File: src/rtl/rs_gf_pkg.sv
package rs_gf_pkg;

   localparam int unsigned GF_W = 8;
   // low byte of x^8 + x^4 + x^3 + x^2 + 1
   localparam logic [GF_W-1:0] GF_RED = 8'h1D;

   typedef enum logic {PH_MSG, PH_PAR} rs_phase_e;

   // carry-less multiply with modular reduction
   function automatic logic [GF_W-1:0] gf_mul(input logic [GF_W-1:0] a,
                                              input logic [GF_W-1:0] b);
      logic [GF_W-1:0] acc;
      logic [GF_W-1:0] sh;
      acc = '0;
      sh  = a;
      for (int i = 0; i < GF_W; i++) begin
         if (b[i]) acc = acc ^ sh;
         sh = sh[GF_W-1] ? ((sh << 1) ^ GF_RED) : (sh << 1);
      end
      return acc;
   endfunction

endpackage

File: src/rtl/rs_gen_rom.sv
module rs_gen_rom
   import rs_gf_pkg::*;
#(
   parameter int T_MAX = 10,
   parameter int TW    = 4
) (
   input  logic [TW-1:0]                   t_sel,
   output logic [2*T_MAX-1:0][GF_W-1:0]    coef
);

   localparam int NP = 2 * T_MAX;

   typedef logic [NP-1:0][GF_W-1:0] row_t;
   typedef row_t [T_MAX:0]          tab_t;

   // expand prod (x + a^i) for every t; keep the non-leading terms
   function automatic tab_t build_tab();
      tab_t                    tab;
      logic [NP:0][GF_W-1:0]   p;
      logic [NP:0][GF_W-1:0]   q;
      logic [GF_W-1:0]         root;
      tab = '0;
      for (int tt = 0; tt <= T_MAX; tt++) begin
         p    = '0;
         p[0] = 8'h01;
         root = 8'h01;
         for (int i = 0; i < 2 * tt; i++) begin
            q[0] = gf_mul(p[0], root);
            for (int j = 1; j <= NP; j++) begin
               q[j] = gf_mul(p[j], root) ^ p[j-1];
            end
            p    = q;
            root = gf_mul(root, 8'h02);
         end
         for (int j = 0; j < NP; j++) begin
            tab[tt][j] = (j < 2 * tt) ? p[j] : '0;
         end
      end
      return tab;
   endfunction

   localparam tab_t GEN_TAB = build_tab();

   always_comb begin
      coef = '0;
      for (int tt = 0; tt <= T_MAX; tt++) begin
         if (int'(t_sel) == tt) coef = GEN_TAB[tt];
      end
   end

endmodule

File: src/rtl/rs_parity_lfsr.sv
module rs_parity_lfsr
   import rs_gf_pkg::*;
#(
   parameter int T_MAX = 10,
   parameter int TW    = 4
) (
   input  logic                          clk,
   input  logic                          rst_n,
   input  logic                          clr,
   input  logic                          load,
   input  logic                          shift,
   input  logic [TW-1:0]                 t_sel,
   input  logic [GF_W-1:0]               din,
   input  logic [2*T_MAX-1:0][GF_W-1:0]  coef,
   output logic [GF_W-1:0]               par_top
);

   localparam int NP = 2 * T_MAX;

   logic [NP-1:0][GF_W-1:0] rem_q;
   logic [GF_W-1:0]         fb;

   // highest active remainder stage, position 2t-1
   always_comb begin
      par_top = '0;
      for (int i = 0; i < NP; i++) begin
         if (i + 1 == 2 * int'(t_sel)) par_top = rem_q[i];
      end
   end

   assign fb = din ^ par_top;

   generate
      for (genvar i = 0; i < NP; i++) begin : g_stage
         localparam int STG = i;
         logic [GF_W-1:0] prev;
         if (i == 0) begin : g_first
            assign prev = '0;
         end else begin : g_chain
            assign prev = rem_q[i-1];
         end

         always_ff @(posedge clk) begin
            if (!rst_n || clr) begin
               rem_q[i] <= '0;
            end else if (load) begin
               if (STG < 2 * int'(t_sel)) rem_q[i] <= prev ^ gf_mul(fb, coef[i]);
               else                       rem_q[i] <= '0;
            end else if (shift) begin
               if (STG < 2 * int'(t_sel)) rem_q[i] <= prev;
               else                       rem_q[i] <= '0;
            end
         end
      end
   endgenerate

endmodule

File: src/rtl/rs_seq_ctrl.sv
module rs_seq_ctrl
   import rs_gf_pkg::*;
#(
   parameter int T_MAX = 10,
   parameter int TW    = 4,
   parameter int KW    = 8,
   parameter int PW    = 5
) (
   input  logic          clk,
   input  logic          rst_n,
   input  logic          en,
   input  logic [KW-1:0] cfg_k,
   input  logic [TW-1:0] cfg_t,
   input  logic          in_valid,
   output logic          in_ready,
   output logic          accept,
   output logic          emit,
   output logic          cw_end,
   output logic [TW-1:0] t_cur
);

   rs_phase_e      phase_q;
   logic [KW-1:0]  cnt_q;
   logic [PW-1:0]  pcnt_q;
   logic [KW-1:0]  k_q;
   logic [TW-1:0]  t_q;
   logic           boundary;
   logic [KW-1:0]  k_eff;
   logic           last_msg;
   logic           last_par;

   assign boundary = (phase_q == PH_MSG) && (cnt_q == '0);
   assign k_eff    = boundary ? cfg_k : k_q;
   assign t_cur    = boundary ? cfg_t : t_q;

   assign in_ready = en && (phase_q == PH_MSG);
   assign accept   = in_ready && in_valid;
   assign emit     = en && (phase_q == PH_PAR);
   assign last_msg = accept && (cnt_q == k_eff - KW'(1));
   assign last_par = emit && (int'(pcnt_q) + 1 == 2 * int'(t_q));
   assign cw_end   = (last_msg && (t_cur == '0)) || last_par;

   always_ff @(posedge clk) begin
      if (!rst_n) begin
         phase_q <= PH_MSG;
         cnt_q   <= '0;
         pcnt_q  <= '0;
         k_q     <= '0;
         t_q     <= '0;
      end else if (!en) begin
         phase_q <= PH_MSG;
         cnt_q   <= '0;
         pcnt_q  <= '0;
      end else begin
         if (accept) begin
            if (boundary) begin
               k_q <= cfg_k;
               t_q <= cfg_t;
            end
            if (last_msg) begin
               cnt_q  <= '0;
               pcnt_q <= '0;
               if (t_cur != '0) phase_q <= PH_PAR;
            end else begin
               cnt_q <= cnt_q + KW'(1);
            end
         end
         if (emit) begin
            if (last_par) begin
               phase_q <= PH_MSG;
               pcnt_q  <= '0;
            end else begin
               pcnt_q <= pcnt_q + PW'(1);
            end
         end
      end
   end

   // a bypass codeword never enters the check-byte phase
   a_r5_bypass_stays_msg: assert property (@(posedge clk) disable iff (!rst_n)
      (last_msg && (t_cur == '0) && en) |=> (phase_q == PH_MSG));

   // check-byte phase runs until its last slot unless en drops
   a_r2_parity_unbroken: assert property (@(posedge clk) disable iff (!rst_n)
      (emit && !last_par) |=> (!en || emit));

endmodule

File: src/rtl/rs_byte_encoder.sv
module rs_byte_encoder
   import rs_gf_pkg::*;
#(
   parameter  int T_MAX = 10,
   parameter  int KW    = 8,
   localparam int TW    = $clog2(T_MAX + 1),
   localparam int PW    = $clog2(2 * T_MAX + 1)
) (
   input  logic            clk,
   input  logic            rst_n,
   input  logic            en,
   input  logic [KW-1:0]   cfg_k,
   input  logic [TW-1:0]   cfg_t,
   input  logic            in_valid,
   input  logic [GF_W-1:0] in_data,
   output logic            in_ready,
   output logic            out_valid,
   output logic [GF_W-1:0] out_data,
   output logic            out_last
);

   generate
      if (T_MAX < 1 || 2 * T_MAX > 254 || KW < 1) begin : g_bad_cfg
         $error("rs_byte_encoder: T_MAX or KW outside the supported range");
      end
   endgenerate

   logic                          accept;
   logic                          emit;
   logic                          cw_end;
   logic [TW-1:0]                 t_cur;
   logic [2*T_MAX-1:0][GF_W-1:0]  coef;
   logic [GF_W-1:0]               par_top;

   rs_seq_ctrl #(.T_MAX(T_MAX), .TW(TW), .KW(KW), .PW(PW)) i_ctrl (
      .clk      (clk),
      .rst_n    (rst_n),
      .en       (en),
      .cfg_k    (cfg_k),
      .cfg_t    (cfg_t),
      .in_valid (in_valid),
      .in_ready (in_ready),
      .accept   (accept),
      .emit     (emit),
      .cw_end   (cw_end),
      .t_cur    (t_cur)
   );

   rs_gen_rom #(.T_MAX(T_MAX), .TW(TW)) i_rom (
      .t_sel (t_cur),
      .coef  (coef)
   );

   rs_parity_lfsr #(.T_MAX(T_MAX), .TW(TW)) i_lfsr (
      .clk     (clk),
      .rst_n   (rst_n),
      .clr     (!en),
      .load    (accept),
      .shift   (emit),
      .t_sel   (t_cur),
      .din     (in_data),
      .coef    (coef),
      .par_top (par_top)
   );

   always_ff @(posedge clk) begin
      if (!rst_n) begin
         out_valid <= 1'b0;
         out_data  <= '0;
         out_last  <= 1'b0;
      end else begin
         out_valid <= accept || emit;
         out_data  <= accept ? in_data : par_top;
         out_last  <= cw_end;
      end
   end

   // accepted byte shows up unchanged one edge later
   a_r1_passthrough: assert property (@(posedge clk) disable iff (!rst_n)
      accept |=> (out_valid && (out_data == $past(in_data))));

   // the input is closed while check bytes are produced
   a_r4_closed_in_gap: assert property (@(posedge clk) disable iff (!rst_n)
      emit |-> !in_ready);

   // disabling silences the output on the next edge
   a_r7_quiet_when_off: assert property (@(posedge clk) disable iff (!rst_n)
      !en |=> !out_valid);

   // the codeword marker only rides on a valid byte
   a_r2_last_with_valid: assert property (@(posedge clk) disable iff (!rst_n)
      out_last |-> out_valid);

endmodule

File: config.mk
export PLATFORM = sky130hd
export DESIGN_NAME = rs_byte_encoder
export DESIGN_NICKNAME = d
export VERILOG_FILES = /design/src/rtl/rs_gf_pkg.sv /design/src/rtl/rs_gen_rom.sv /design/src/rtl/rs_parity_lfsr.sv /design/src/rtl/rs_seq_ctrl.sv /design/src/rtl/rs_byte_encoder.sv
export SDC_FILE = /design/constraint.sdc
export NUM_CORES = 2
export LEC_CHECK = 0
export ABC_CLOCK_PERIOD_IN_PS = 9500
export CAP_MARGIN = 30
export CORE_ASPECT_RATIO = 0.9
export CORE_MARGIN = 2
export CORE_UTILIZATION = 32
export CTS_CLUSTER_SIZE = 20
export DETAILED_ROUTE_END_ITERATION = 12
export DONT_BUFFER_PORTS = 1
export PLACE_DENSITY = 0.57
export SYNTH_ARGS = -nofsm -noshare
export SYNTH_HDL_FRONTEND = slang
export SYNTH_HIERARCHICAL = 1
export SYNTH_SLANG_ARGS = --single-unit
File: constraint.sdc
create_clock -name clk -period 9.5 [get_ports clk]
set_input_delay 0.475 -clock clk [delete_from_list [all_inputs] [get_ports clk]]
set_output_delay 0.475 -clock clk [all_outputs]
set_load 0.01 [all_outputs]
==> flow_metrics.tcl <==
set metrics [dict create \
    timing.hold.worst.class "in2reg" \
    crit_buf_inv 4 \
    design.final.nets 3971 \
    first_iter_violations 3405 \
    avgViaCountPerCell 5.41 \
    postCtsSetupRepairBufs 0 \
    static-leakage-power_nw 11.3 \
    ctsRootBufferMaster "clkbuf_16" \
    cts.path.max_buffers 2 \
    warning_count_from_the_yosys_run 6 \
    run_status "finished clean" \
    grt.total_usage_pct 23.2 \
    timing.slew.headroom_pct 27.9 \
    gp_congestion 0.991 \
    cts_resized 0 \
    share_of_flip_flops_with_an_asynchronous_set_or_reset_after_synthesis_pct 0 \
    n_antenna_cell 0 \
    avgSynthCellArea_um2 7.07 \
    fp-row-count 106 \
    setup_ws_ps 2090 \
    tritonroute_pass_1_iters 6 \
    worstSetupPathType "reg2reg" \
    netlist-cell-type-count 98 \
    core-area_mm2 0.0932 \
    starting_density_of_the_core_pct 32.4 \
    timing.critical_path.arrival_ps 7840 \
    finalMaxSlewViolations 0 \
    synth_cells 4279 \
    route.vias.total 28111 \
    finalSetupViolations 0 \
    crit_path_start "i_ctrl/cnt_q[0]" \
    final_layout_size_suffix_gt1_share_pct 6.04 \
    reg2reg_depth 22 \
    detailed_place.area_mm2 0.0305 \
    syn-cell-area_mm2 0.0302 \
    number_of_cells_on_the_critical_path 22 \
    grt.overflow.total 0 \
    path_delay_family "simple AND/OR/NAND/NOR gates" \
    synth_seq_area_share_pct 13.0 \
    cts_tree "built" \
    pin_count 35 \
    dieArea_mm2 0.0970 \
    grt_max_degree 81 \
    dpl.hpwl_mm 74.8 \
    max_cap_violations 0 \
    slowest_stage "xnor2_1" \
    grt_pass1_vias 25774 \
    critical_path.startpoint_type "flip-flop" \
    port-buffer-count 0 \
    grt_setup_unrepaired "no" \
    tritoncts.num_buffers 17 \
    cts.htree.levels 4 \
    maxClockFrequency_mhz 135 \
    final.setup_skew_ps 17.5 \
    worst_setup_hold_path_clk_slew_ps 90 \
    antenna_found_initial 4 \
    fin_setup_tns_ps 0 \
    avgRoutedWirePerCell_um 21.9 \
    die_width_um 328 \
    synth_ff_type "dfxtp_1" \
    power.ir.vdd_worst_mv 0.161 \
    area_growth_pct 3.00 \
    hold_viol_final 0 \
    final_cell_area_mm2 0.0311 \
    crit_required_ps 9920 \
    timing.critical_path.to "i_lfsr/g_stage[11].prev[3]" \
    worstReg2RegStart "i_ctrl/cnt_q[0]" \
    die_height_um 296 \
    max_stage_delay_ps 850 \
    tightest_slew_ps 1070 \
    holdPathStages 1 \
    wire_length_of_the_first_global_routing_pass_mm 171 \
    cp_cell_instances "inv_1 > ha_1 > or4b_4 > nor2_8 > nand2_1 > nand2_2 > buf_4 > a21o_1 > o2111ai_1 > a221oi_2 > a211o_1 > nand3_2 > buf_16 > xnor2_1 > xnor2_2 > buf_4 > nand2_1 > xnor2_1 > xnor3_1 > nand2_1 > xnor2_1 > a32o_1" \
    numClockSinks 196 \
    r2r_slack_ps 2090 \
    critical_path.endpoint_type "flip-flop" \
    layout_worst_path_cycle_share_pct 78.0 \
    ant_nets 0 \
    hold_buffers 0 \
    wirelength_mm 114 \
    worst_r2r_endpoint "i_lfsr/g_stage[11].prev[3]" \
    critical_path_maximum_fanout 38 \
    ys_ff_latch 196 \
    synth_enable_flop_cells 0 \
    insertion_delay_ps 540 \
    finalWorstPathRequiredPeriod_ps 7410 \
    holdWs_ps 63.4 \
    remaining_drc_errors 0 \
    power.density_mw_per_mm2 188 \
    place_ws_ps 2300 \
]
==> synthesized netlist by cell type (15+ instances only) <==
master,number,area share (%)
nor3_1,22,0.36
a311oi_1,16,0.46
a32o_1,17,0.56
xor2_1,261,7.6
xnor2_1,711,21
and3b_1,16,0.46
nand2b_1,28,0.58
nand2_1,1449,18
nor2b_1,37,0.77
a22o_1,15,0.43
buf_4,102,2.5
nand3_1,35,0.58
clkbuf_1,217,2.7
o21ai_0,228,3.8
nor4b_1,15,0.43
nand3b_1,18,0.45
xnor3_1,125,9.3
o21ai_1,55,0.91
a21oi_1,47,0.78
dfxtp_1,196,13
a22oi_1,53,1.3
buf_6,15,0.56
nor2_1,92,1.1
mux2i_1,46,1.5
inv_1,30,0.37
buf_2,90,1.5
buf_1,45,0.56
a221oi_1,26,0.75
nor3b_1,18,0.45
==> stage by stage <==
step	power [W]	cells	utilization (%)
CTS	0.00579	5196	33.4
global placement	0.00491	5158	32.6
global route	0.00616	5198	33.4
detailed placement	0.00496	5164	32.7
finish	0.00584	5198	33.4
floorplan	0.00405	4289	-
==> sequential cells by signal, summed over array words and instances (netlist names) <==
name,count
i_ctrl/phase_q,1
out_valid,1
i_lfsr/g_stage.prev,152
out_data,8
i_lfsr/rem_q,8
out_last,1
i_ctrl/cnt_q,8
i_ctrl/k_q,8
i_ctrl/pcnt_q,5
i_ctrl/t_q,4
==> cells in the final DEF (no fill, tap or decap), drive strengths merged, types with 12 or more instances in the layout <==
cell    netlist  layout
xnor3       125     125
nand2b       29      29
a221oi       31      31
nand3b       18      18
xor2        264     264
nor3         29      29
nor4b        16      16
nor3b        19      19
nand3        38      38
clkbuf      218      18
mux2         13      13
nand2      1453    1453
nor2b        37      37
a21oi        49      49
or2          13      13
a32o         17      17
mux2i        46      46
o22ai        12      12
dfxtp       196     196
a21boi       14      14
buf         252     105
a311oi       17      17
o211ai       13      13
nand4        13      13
a22oi        53      53
inv          31      38
and3b        16      16
o21ai       283     283
a22o         15      15
nor2         96      96
xnor2       717     717
==> cell families after synthesis <==
logic type / share of synthesized area, %
adders and majority gates: 0.166
buffers and inverters: 8.25
DFF: 13.0
muxes: 2.01
other: 0.0124
xor gates and xnor gates: 38.3
and+or+nand+nor: 25.6
AOI/OAI and AO/OA: 12.7
==> worst min-delay path by stage <==
stage	start	endpoint	slack, ps
after floorplan	i_ctrl/k_q[7]	i_ctrl/k_q[7]	440
after global placement	i_ctrl/k_q[7]	i_ctrl/k_q[7]	450
after detailed placement	i_ctrl/k_q[7]	i_ctrl/k_q[7]	450
after CTS	rst_n	out_valid	20
after global routing	rst_n	out_valid	50
final	rst_n	out_valid	60
==> layout make-up <==
type | instances | area [µm²]
clock buffer | 18 | 429
fill | 9950 | 62100
multi-input combinational | 3591 | 24100
tap | 1242 | 1550
clock inverter | 14 | 163
inverter | 32 | 125
sequential | 196 | 3920
timing repair buffer | 105 | 881
==> per-layer routing <==
metal  global-route usage (%)  share of wire (%)
met5                        0             0.0079
met4                     8.85                3.6
met3                     3.59                8.8
met2                     34.9                 43
met1                     33.0                 45
==> power by group <==
group / leakage [nW] / switching [W] / internal (W)
clock network: 0.279 / 0.000435 / 0.000374
registers: 1.58 / 0.0000286 / 0.000841
logic: 9.43 / 0.00244 / 0.00172
total: 11.3 / 0.00290 / 0.00294
Note: power is estimated with default switching activity, not from simulation.
